==> config.mk <==
export PLATFORM = sky130hd
export DESIGN_NAME = field_merge_unit
export DESIGN_NICKNAME = d
export VERILOG_FILES = /design/src/rtl/fmu_pkg.sv /design/src/rtl/fmu_decode.sv /design/src/rtl/fmu_funnel.sv /design/src/rtl/fmu_mask.sv /design/src/rtl/field_merge_unit.sv
export SDC_FILE = /design/constraint.sdc
export NUM_CORES = 1
export LEC_CHECK = 0
export BUFFER_PORTS_ARGS = -buffer_cell sky130_fd_sc_hd__buf_4
export CAP_MARGIN = 10
export CORE_MARGIN = 3
export CORE_UTILIZATION = 50
export DETAILED_ROUTE_END_ITERATION = 8
export HOLD_SLACK_MARGIN = 0.03
export PLACE_DENSITY = 0.71
export SLEW_MARGIN = 20
export SYNTH_ARGS = -nofsm -noshare
export SYNTH_HDL_FRONTEND = slang
export SYNTH_SLANG_ARGS = --single-unit
==> constraint.sdc <==
create_clock -name clk -period 1.8 [get_ports clk]
set_clock_uncertainty 0.2 [all_clocks]
set_input_delay 0.18 -clock clk [delete_from_list [all_inputs] [get_ports clk]]
set_output_delay 0.18 -clock clk [all_outputs]
set_load 0.01 [all_outputs]
==> src/rtl/fmu_pkg.sv <==
package fmu_pkg;
  localparam int unsigned FMU_WORD_W = 32;
  localparam int unsigned FMU_DESC_W = 16;
endpackage

==> src/rtl/fmu_decode.sv <==
module fmu_decode #(
  parameter int unsigned WORD_W = 32,
  parameter int unsigned DESC_W = 16,
  localparam int unsigned CNT_W = $clog2(WORD_W) + 1
) (
  input  logic [DESC_W-1:0] desc,
  output logic              ins,
  output logic [CNT_W-1:0]  mcnt,
  output logic [CNT_W-1:0]  scnt,
  output logic              bad
);
  localparam int unsigned INS_BIT = 2 * CNT_W;
  localparam logic [CNT_W-1:0] FULL = CNT_W'(WORD_W);

  logic [CNT_W-1:0] m_raw, s_raw;
  logic             rsvd_set, m_over, s_over;

  always_comb begin
    s_raw    = desc[CNT_W-1:0];
    m_raw    = desc[2*CNT_W-1:CNT_W];
    ins      = desc[INS_BIT];
    rsvd_set = |desc[DESC_W-1:INS_BIT+1];
    m_over   = m_raw > FULL;
    s_over   = s_raw > FULL;
    mcnt     = m_over ? FULL : m_raw;
    scnt     = s_over ? FULL : s_raw;
    bad      = rsvd_set | m_over | s_over | (ins & (mcnt < scnt));
  end
endmodule

==> src/rtl/fmu_funnel.sv <==
module fmu_funnel #(
  parameter int unsigned WORD_W = 32,
  localparam int unsigned CNT_W = $clog2(WORD_W) + 1
) (
  input  logic [WORD_W-1:0] left_word,
  input  logic [WORD_W-1:0] right_word,
  input  logic [CNT_W-1:0]  scnt,
  output logic [WORD_W-1:0] shifted
);
  logic [2*WORD_W-1:0] stage [CNT_W+1];

  assign stage[0] = {left_word, right_word};

  for (genvar k = 0; k < CNT_W; k++) begin : g_stage
    assign stage[k+1] = scnt[k] ? (stage[k] << (1 << k)) : stage[k];
  end

  assign shifted = stage[CNT_W][2*WORD_W-1:WORD_W];
endmodule

==> src/rtl/fmu_mask.sv <==
module fmu_mask #(
  parameter int unsigned WORD_W = 32,
  localparam int unsigned CNT_W = $clog2(WORD_W) + 1
) (
  input  logic              ins,
  input  logic [CNT_W-1:0]  mcnt,
  input  logic [CNT_W-1:0]  scnt,
  output logic [WORD_W-1:0] mask
);
  for (genvar i = 0; i < WORD_W; i++) begin : g_bit
    logic in_base, below_shift;
    assign in_base     = mcnt > CNT_W'(i);
    assign below_shift = scnt > CNT_W'(i);
    assign mask[i]     = in_base & ~(ins & below_shift);
  end
endmodule

==> src/rtl/field_merge_unit.sv <==
module field_merge_unit #(
  parameter int unsigned WORD_W  = fmu_pkg::FMU_WORD_W,
  parameter int unsigned DESC_W  = fmu_pkg::FMU_DESC_W,
  parameter bit          REG_OUT = 1'b1
) (
  input  logic              clk,
  input  logic              rst_n,
  input  logic              in_valid,
  input  logic [WORD_W-1:0] left_word,
  input  logic [WORD_W-1:0] right_word,
  input  logic [DESC_W-1:0] desc,
  output logic              out_valid,
  output logic [WORD_W-1:0] result,
  output logic              illegal
);
  localparam int unsigned CNT_W = $clog2(WORD_W) + 1;

  logic              ins_c, illegal_c;
  logic [CNT_W-1:0]  mcnt_c, scnt_c;
  logic [WORD_W-1:0] shifted_w, mask_w, backdrop_w, merged_w;

  fmu_decode #(.WORD_W(WORD_W), .DESC_W(DESC_W)) u_dec (
    .desc(desc), .ins(ins_c), .mcnt(mcnt_c), .scnt(scnt_c), .bad(illegal_c)
  );

  fmu_funnel #(.WORD_W(WORD_W)) u_fun (
    .left_word(left_word), .right_word(right_word), .scnt(scnt_c), .shifted(shifted_w)
  );

  fmu_mask #(.WORD_W(WORD_W)) u_msk (
    .ins(ins_c), .mcnt(mcnt_c), .scnt(scnt_c), .mask(mask_w)
  );

  assign backdrop_w = ins_c ? right_word : '0;
  assign merged_w   = (shifted_w & mask_w) | (backdrop_w & ~mask_w);

  if (REG_OUT) begin : g_reg
    always_ff @(posedge clk or negedge rst_n) begin
      if (!rst_n) begin
        out_valid <= 1'b0;
        result    <= '0;
        illegal   <= 1'b0;
      end else begin
        out_valid <= in_valid;
        if (in_valid) begin
          result  <= merged_w;
          illegal <= illegal_c;
        end
      end
    end
  end else begin : g_comb
    assign out_valid = in_valid;
    assign result    = merged_w;
    assign illegal   = illegal_c;
  end
endmodule

==> results of run 1 <==
## synth_stat cells, drive strengths merged (19+ instances only)
library cell	count
nand3	24
clkbuf	53
mux4	41
a21oi	48
a2bb2oi	19
a22oi	30
nor2	56
mux2i	76
o21ai	69
nand2	88
dfrtp	34
buf	33
## logic make-up after synthesis
group | count (synthesis) | share of synthesized area
AO/OA/AOI/OAI | 334 | 0.3488
multiplexers | 124 | 0.2618
AND/OR/NAND/NOR | 257 | 0.1836
flip-flops | 34 | 0.1264
adder cells (fa/ha/maj) | 5 | 0.009292
buffers and inverters | 104 | 0.07006
## layer usage
metal	overflow	global-route usage
met5	0	0.3785
met4	65	0.8025
met3	2	0.5901
met2	29	0.9044
met1	1	0.7660
## through the flow
step	util	hold slack (ns)	std cells	area (um^2)
floorplan	-	-0.3156	858	6785
global placement	0.7802	-0.02450	1386	10050
detailed placement	0.7802	-0.01259	1386	10050
CTS	0.8603	0.04054	1424	11080
## repair_timing
item	CTS
endpoints found under the setup margin	33
pin swaps	36
gates cloned	5
hold endpoints to repair	35
buffers inserted	23
resized for setup	133
hold buffers	2
==> results.toml, run 1 <==
[run_status]
outcome = "stopped before the end"
haltStage = "global routing"
tool.error = "[ERROR GRT-0232] Routing congestion too high. Check the congestion heatmap in the GUI."

[cts]
cts.path.max_buffers = 2
cts_max_level = 2
clkSinkCount = 34
numCtsBuffers = 5
cts-root-buf = "clkbuf_16"

[yosys]
synth_top_area_share = 0.1371
syn_area_um2 = 6733
synth_nets = 946
synth_warnings = 0
async_flop_share = 1.000
ys_seq_area_frac = 0.1264
syn_avg_cell_area_um2 = 7.847
synth-seq-cells = 34
ys.flop_type = "dfrtp_1"
synth-edff-count = 0
yosys.area.top_type = "mux4_2"
netlist_instances = 858
synth_cell_types = 72
synth_area_leaders = "mux4_2, dfrtp_1, mux2i_1"

[global_routing]
grt_max_degree = 35
grt-ovfl-total = 97
track_usage = 0.7623

[floorplanning]
boundaryPins = 117
initial_core_util = 0.5229
rows = 41
die_x_um = 122.0
fp.dieH_um = 122.0

[placement]
preCtsSetupSlack_ns = -0.8821
dpl.hpwl_um = 30840
place_congestion = 1.201
portBuffers = 116
==> run 2: changes to the inputs <==
CORE_UTILIZATION = 35   (was 50)
HOLD_SLACK_MARGIN = unset   (was 0.03)
PLACE_DENSITY = unset   (was 0.71)
PLACE_DENSITY_LB_ADDON = 0.15   (was unset)
==> results.toml, run 2 <==
[run_status]
outcome = "finished, violations left"
violations = "setup timing"

[worst_setup_path]
regToRegEndpoint = "result[4]"
reg2reg_slack_ns = 0.24
critical_path_class = "input pin to flip-flop"
cp_data_arrival_time_ns = 2.07
crit_required_ns = 1.79
timing.rr.start = "result[4]"
startpoint_type = "input pin"
worstRegToRegCells = 4
startpoint = "desc[5]"
cp-end-kind = "flip-flop"
endpoint = "result[8]"
crit_fanout = 5

[cts]
clk_pin_slew_ns = 0.07
cts-root-buf = "clkbuf_16"
numCtsBuffers = 5
clkSinkCount = 34
cts_max_level = 2
cts_tree = "yes"
cts.path.max_buffers = 2
clk-insertion-delay-late_ns = 0.29

[yosys]
synth.mux.area_fraction = 0.2618
synth_common_cells = "nand2_1, mux2i_1, o21ai_0"
synth_cell_types = 72
synth_compound_area_frac = 0.3488
synth_area_leaders = "mux4_2, dfrtp_1, mux2i_1"
synth_xor_area_frac = 0
yosys.area.top_type = "mux4_2"
synth-edff-count = 0
synth-seq-cells = 34
synth-adder-area-share = 0.009292
ys_seq_area_frac = 0.1264
ys.flop_type = "dfrtp_1"
netlist_instances = 858
synth_nets = 946
syn_avg_cell_area_um2 = 7.847
async_flop_share = 1.000
synth_top_family_by_area = "compound AO/OA/AOI/OAI gates"
syn_area_um2 = 6733
synth_warnings = 0
synth.most_common_cell = "nand2_1"
synthSimpleGateAreaFrac = 0.1836
synth_top_area_share = 0.1371

[route]
wl_per_cell_um = 27.39
drtIter0Drc = 1259
firstDrtPassIters = 5
met1_length_um = 15710
drc_errors = 0
wl_um = 41930
top_layer = "met4"
routed_via_density = 6.410
vias = 9814
wl_met3_um = 4397
final_antenna_net_count = 0
route.met2.wl_um = 18510

[sta]
finalHoldViolCount = 0
finalMaxSlewViolations = 0
setup_slack_ns = -0.2870
setup_viol_count_final = 32
period_minus_slack_ns = 2.087
grt_setup_unrepaired = "true"
timing.fmax_mhz = 479.2
worstMarginPinSlew_ns = 0.7440
fin_crit_sh = 1.159
slew_headroom = 0.5010

[global_routing]
grt_pass1_wl_um = 59820
grt-ovfl-total = 0
grt_pass1_vias = 9304
track_usage = 0.3860
grt_max_degree = 35
antenna_found_initial = 0

[layout]
regMostFlops = "result"
antenna_cells = 0
fin_cells = 1531
fin_nets = 1358
drive_gt1_frac = 0.5358
mostFrequentLayoutCell = "buf_4"
largest_reg_flops = 32
final_cell_mix = "buf_4, nand2_1, mux2i_1, nor2_1"
area_growth_pct = 75.36
largestRegisters = "result (32), illegal (1), out_valid (1)"

[floorplanning]
die_area_um2 = 20940
initial_core_util = 0.3575
boundaryPins = 117
core_area_um2 = 18830
fp.dieH_um = 144.7
rows = 50
die_x_um = 144.7

[placement]
preCtsSetupSlack_ns = -0.8182
dp_cells = 1468
place_congestion = 1.105
dpl.hpwl_um = 32620
portBuffers = 116

[min_path]
hold_class = "input pin to flip-flop"
holdPathStages = 3

[job]
max-cap-violations = 0

[pwr]
ir_drop_mv = 0.4016
leakage_nw = 5.086
power.density_nw_per_um2 = 481.3
## run 2: worst min path at each step
stage / start / to / slack, ns
floorplan: rst_n / illegal / -0.32
finish: right_word[22] / result[22] / 0.03
detailed placement: rst_n / illegal / -0.008
global route: right_word[22] / result[22] / 0.06
CTS: right_word[22] / result[22] / 0.02
global placement: rst_n / illegal / -0.01
## run 2: routing by layer
layer	up-vias	track usage
li1	4227	-
met1	4701	0.4855
met2	695	0.6106
met3	191	0.08347
met4	0	0.2243
met5	-	0
## run 2: stage by stage
stage / instance area (um^2) / TNS [ns] / utilization / hold WS (ns) / total power [mW]
6_report: 11810 / -5.244 / 0.6270 / 0.03031 / 5.682
5_1_grt: 11810 / -6.994 / 0.6270 / 0.05863 / 5.861
4_1_cts: 11150 / -4.740 / 0.5920 / 0.02215 / 5.355
3_5_place_dp: 10090 / -20.03 / 0.5356 / -0.008143 / 3.872
3_3_place_gp: 10090 / -19.89 / 0.5356 / -0.01354 / 3.876
2_1_floorplan: 6785 / -9.339 / - / -0.3156 / 2.238
## run 2: layout make-up
cell class | count | area (um^2)
sequential | 34 | 850.8
clock buffer | 5 | 125.1
fill | 1675 | 7024
timing repair buffer | 491 | 4155
multi-input combinational | 720 | 6193
inverter | 18 | 87.58
clock inverter | 3 | 68.82
tap | 260 | 325.3
## run 2: power breakdown
part	internal, mW	leakage (nW)	switching, mW
Combinational	1.73	4.58	1.82
Sequential	0.868	0.413	0.0748
Clock	0.797	0.0940	0.394
## run 2: cell families (layout without fill, tap and decap cells)
kind of cell,after synthesis,in the layout
fa+ha+maj,5,5
compound gates,334,334
mux,124,124
simple gates,257,257
buf+inv,104,517
flops,34,34
## run 2: worst max-delay path: stages
cell	delay, ns
buf_12	0.11
and2b_4	0.32
mux4_2	0.56
a22oi_2	0.31
o22ai_2	0.15
or2_4	0.24
a32o_1	0.21
## run 2: repair_timing
| item | in CTS | in global routing |
|---|---|---|
| endpoints found under the setup margin | 33 | 33 |
| hold buffers | 2 | 0 |
| gates resized for setup | 142 | 111 |
| endpoints found under the hold margin | 35 | 0 |
| gates cloned | 2 | 2 |
| setup buffers | 33 | 22 |
| pin swaps | 47 | 47 |
No activity file was read; power rests on OpenSTA's default activity.
==> run 3: changes to the inputs <==
SYNTH_HIERARCHICAL = 1   (was unset)
==> results.toml, run 3 <==
[route]
wl_per_cell_um = 24.24
drc_errors = 0
vias = 9027
firstDrtPassIters = 7
wl_um = 35170
drtIter0Drc = 1212
final_antenna_net_count = 0
routed_via_density = 6.221

[yosys]
synth_xor_area_frac = 0
ys_seq_area_frac = 0.1233
synth-seq-cells = 34
netlist_instances = 816
syn_area_um2 = 6902
synth-adder-area-share = 0.009065
synth_compound_area_frac = 0.2451
synth.mux.area_fraction = 0.3358
synth_nets = 904
synth_area_leaders = "mux4_2, dfrtp_1, mux2i_1"
synthSimpleGateAreaFrac = 0.2058
synth_top_family_by_area = "multiplexers"
synth_top_area_share = 0.1795
ys.flop_type = "dfrtp_1"
synth_warnings = 6
syn_avg_cell_area_um2 = 8.458
async_flop_share = 1.000
synth.most_common_cell = "nand2_1"
yosys.area.top_type = "mux4_2"
synth-edff-count = 0
synth_common_cells = "nand2_1, nor2_1, mux4_2"
synth_cell_types = 71

[cts]
clk_pin_slew_ns = 0.06
cts.path.max_buffers = 2
clk-insertion-delay-late_ns = 0.28
cts_tree = "yes"
cts-root-buf = "clkbuf_16"
numCtsBuffers = 5
clkSinkCount = 34
cts_max_level = 2

[placement]
preCtsSetupSlack_ns = -1.078
dpl_cell_area_um2 = 9942
portBuffers = 116
place_congestion = 1.013
dpl.hpwl_um = 26670

[pwr]
p_int_mw = 3.276
p_sw_mw = 2.224
power.density_nw_per_um2 = 479.2
ir_drop_mv = 0.3117
p_clk_frac = 0.166
swShare = 0.4044
power_frac_comb = 0.664
leakage_nw = 4.967
seq_power_share = 0.169

[worst_setup_path]
slowest_stage = "mux4_2"
timing.critical_path.buf_inv = 4
path_cells = "buf_12, inv_12, nor2_4, buf_12, buf_4, mux4_2, and2_4, mux4_2, a221o_1, nand2_1, a31oi_1"
crit_path_max_incr_delay_ns = 0.56
startpoint_type = "input pin"
cp-end-kind = "flip-flop"
crit_required_ns = 1.76
cp.depth = 11
critical_path_class = "input pin to flip-flop"
worstRegToRegCells = 2
cp_data_arrival_time_ns = 2.42
crit_fanout = 8
critPathTopFamily = "multiplexers"

[layout]
antenna_cells = 0
regMostFlops = "result"
finalInstanceArea_um2 = 11480
final_cell_mix = "buf_4, nand2_1, nor2_1, mux4_2"
fill_cells = 1701
mostFrequentLayoutCell = "buf_4"
fin_nets = 1278
drive_gt1_frac = 0.5500
area_growth_pct = 66.30
largest_reg_flops = 32
largestRegisters = "result (32), illegal (1), out_valid (1)"

[floorplanning]
boundaryPins = 117
die_area_um2 = 21440
core_area_um2 = 19020
initial_core_util = 0.3629
die_x_um = 146.4
fp.dieH_um = 146.4
rows = 50

[sta]
period_minus_slack_ns = 2.456
worstMarginPinSlew_ns = 0.5823
setup_slack_ns = -0.6559
timing.hold.ws_ns = -0.001800
fin_setup_tns_ns = -17.86
finalHoldViolCount = 1
setup_viol_count_final = 32
finalMaxSlewViolations = 0
grt_setup_unrepaired = "true"
fin_crit_sh = 1.364
slew_headroom = 0.6118
timing.fmax_mhz = 407.2

[job]
max-cap-violations = 0

[min_path]
holdPathStages = 3
hold_class = "input pin to flip-flop"

[run_status]
violations = "hold timing, setup timing"
outcome = "finished, violations left"

[global_routing]
grt_max_degree = 47
track_usage = 0.3075
grt-ovfl-total = 0
antenna_found_initial = 0
grt_pass1_vias = 8570
grt_pass1_wl_um = 51430
==> run 3: changes by cell type after synthesis, moves of 13 or more <==
cell	delta
a21oi_1	-15
mux4_2	+14
mux2i_1	-29
o21ai_0	-44
a31oi_1	+26
a211oi_1	-15
clkbuf_1	-28
nand2_1	+16
nor2_1	+24
o2111ai_1	-13
a2bb2oi_1	-19
nand3b_1	+28
mux2_2	+28
==> run 3: final timing paths <==
| kind | from | endpoint | slack [ns] |
|---|---|---|---|
| setup / recovery | desc[0] | result[26] | -0.66 |
| hold / removal | right_word[20] | result[20] | -0.002 |
| setup reg to reg | result[28] | result[28] | 0.86 |
| hold reg to reg | illegal | illegal | 0.31 |
| max in group asynchronous | rst_n | result[31] | 0.86 |
| min in group asynchronous | rst_n | result[16] | 0.20 |
==> run 3: cell families after synthesis <==
family | Yosys count
adders and majority gates | 5
buffers and inverters | 97
AOI/OAI and AO/OA | 240
and+or+nand+nor | 294
muxes | 146
DFF | 34
==> run 3: tightest hold or removal path, cell delays in order <==
cell	delay, ns
buf_4	0.13
nand3b_1	0.07
a31oi_1	0.07
==> run 3: power groups by stage <==
stage / registers, mW / logic (mW) / clock network (mW)
finish: 0.932 / 3.65 / 0.913
global route: 0.944 / 3.83 / 0.952
CTS: 0.933 / 3.38 / 0.914
detailed placement: 0.944 / 3.01 / 0
global placement: 0.943 / 3.01 / 0
floorplan: 0.973 / 1.48 / 0
==> run 3: per-stage QoR <==
stage                 util  instances  power [mW]
floorplan                -        816       2.456
global route        0.6035       1451       5.725
global placement    0.5228       1387       3.958
CTS                 0.5802       1429       5.232
finish              0.6035       1451       5.500
detailed placement  0.5228       1387       3.959
==> run 3: per-layer routing <==
layer  track usage  part of all wire  vias up
li1              -                 -     3951
met2        0.4758              0.45      550
met1        0.4051              0.40     4404
met4        0.1251             0.048        0
met3       0.08814              0.10      122
met5             0                 0        -
==> run 3: cell type report <==
class,instances,area [um^2],area share
Multi-Input combinational cell,685,6137,0.5347
Timing Repair Buffer,449,3909,0.3406
Sequential cell,34,850.8,0.07413
Tap cell,260,325.3,0.02834
Clock buffer,6,138.9,0.01210
Inverter,15,103.9,0.009048
Clock inverter,2,12.51,0.001090
==> run 3: repair_timing <==
action                                 in CTS  in global routing
gates cloned                                5                  2
setup buffers                              31                 25
pin swaps                                  46                 59
endpoints found under the hold margin      34                  0
hold buffers                                1                  0
gates resized for setup                   121                 58
setup endpoints to repair                  32                 33
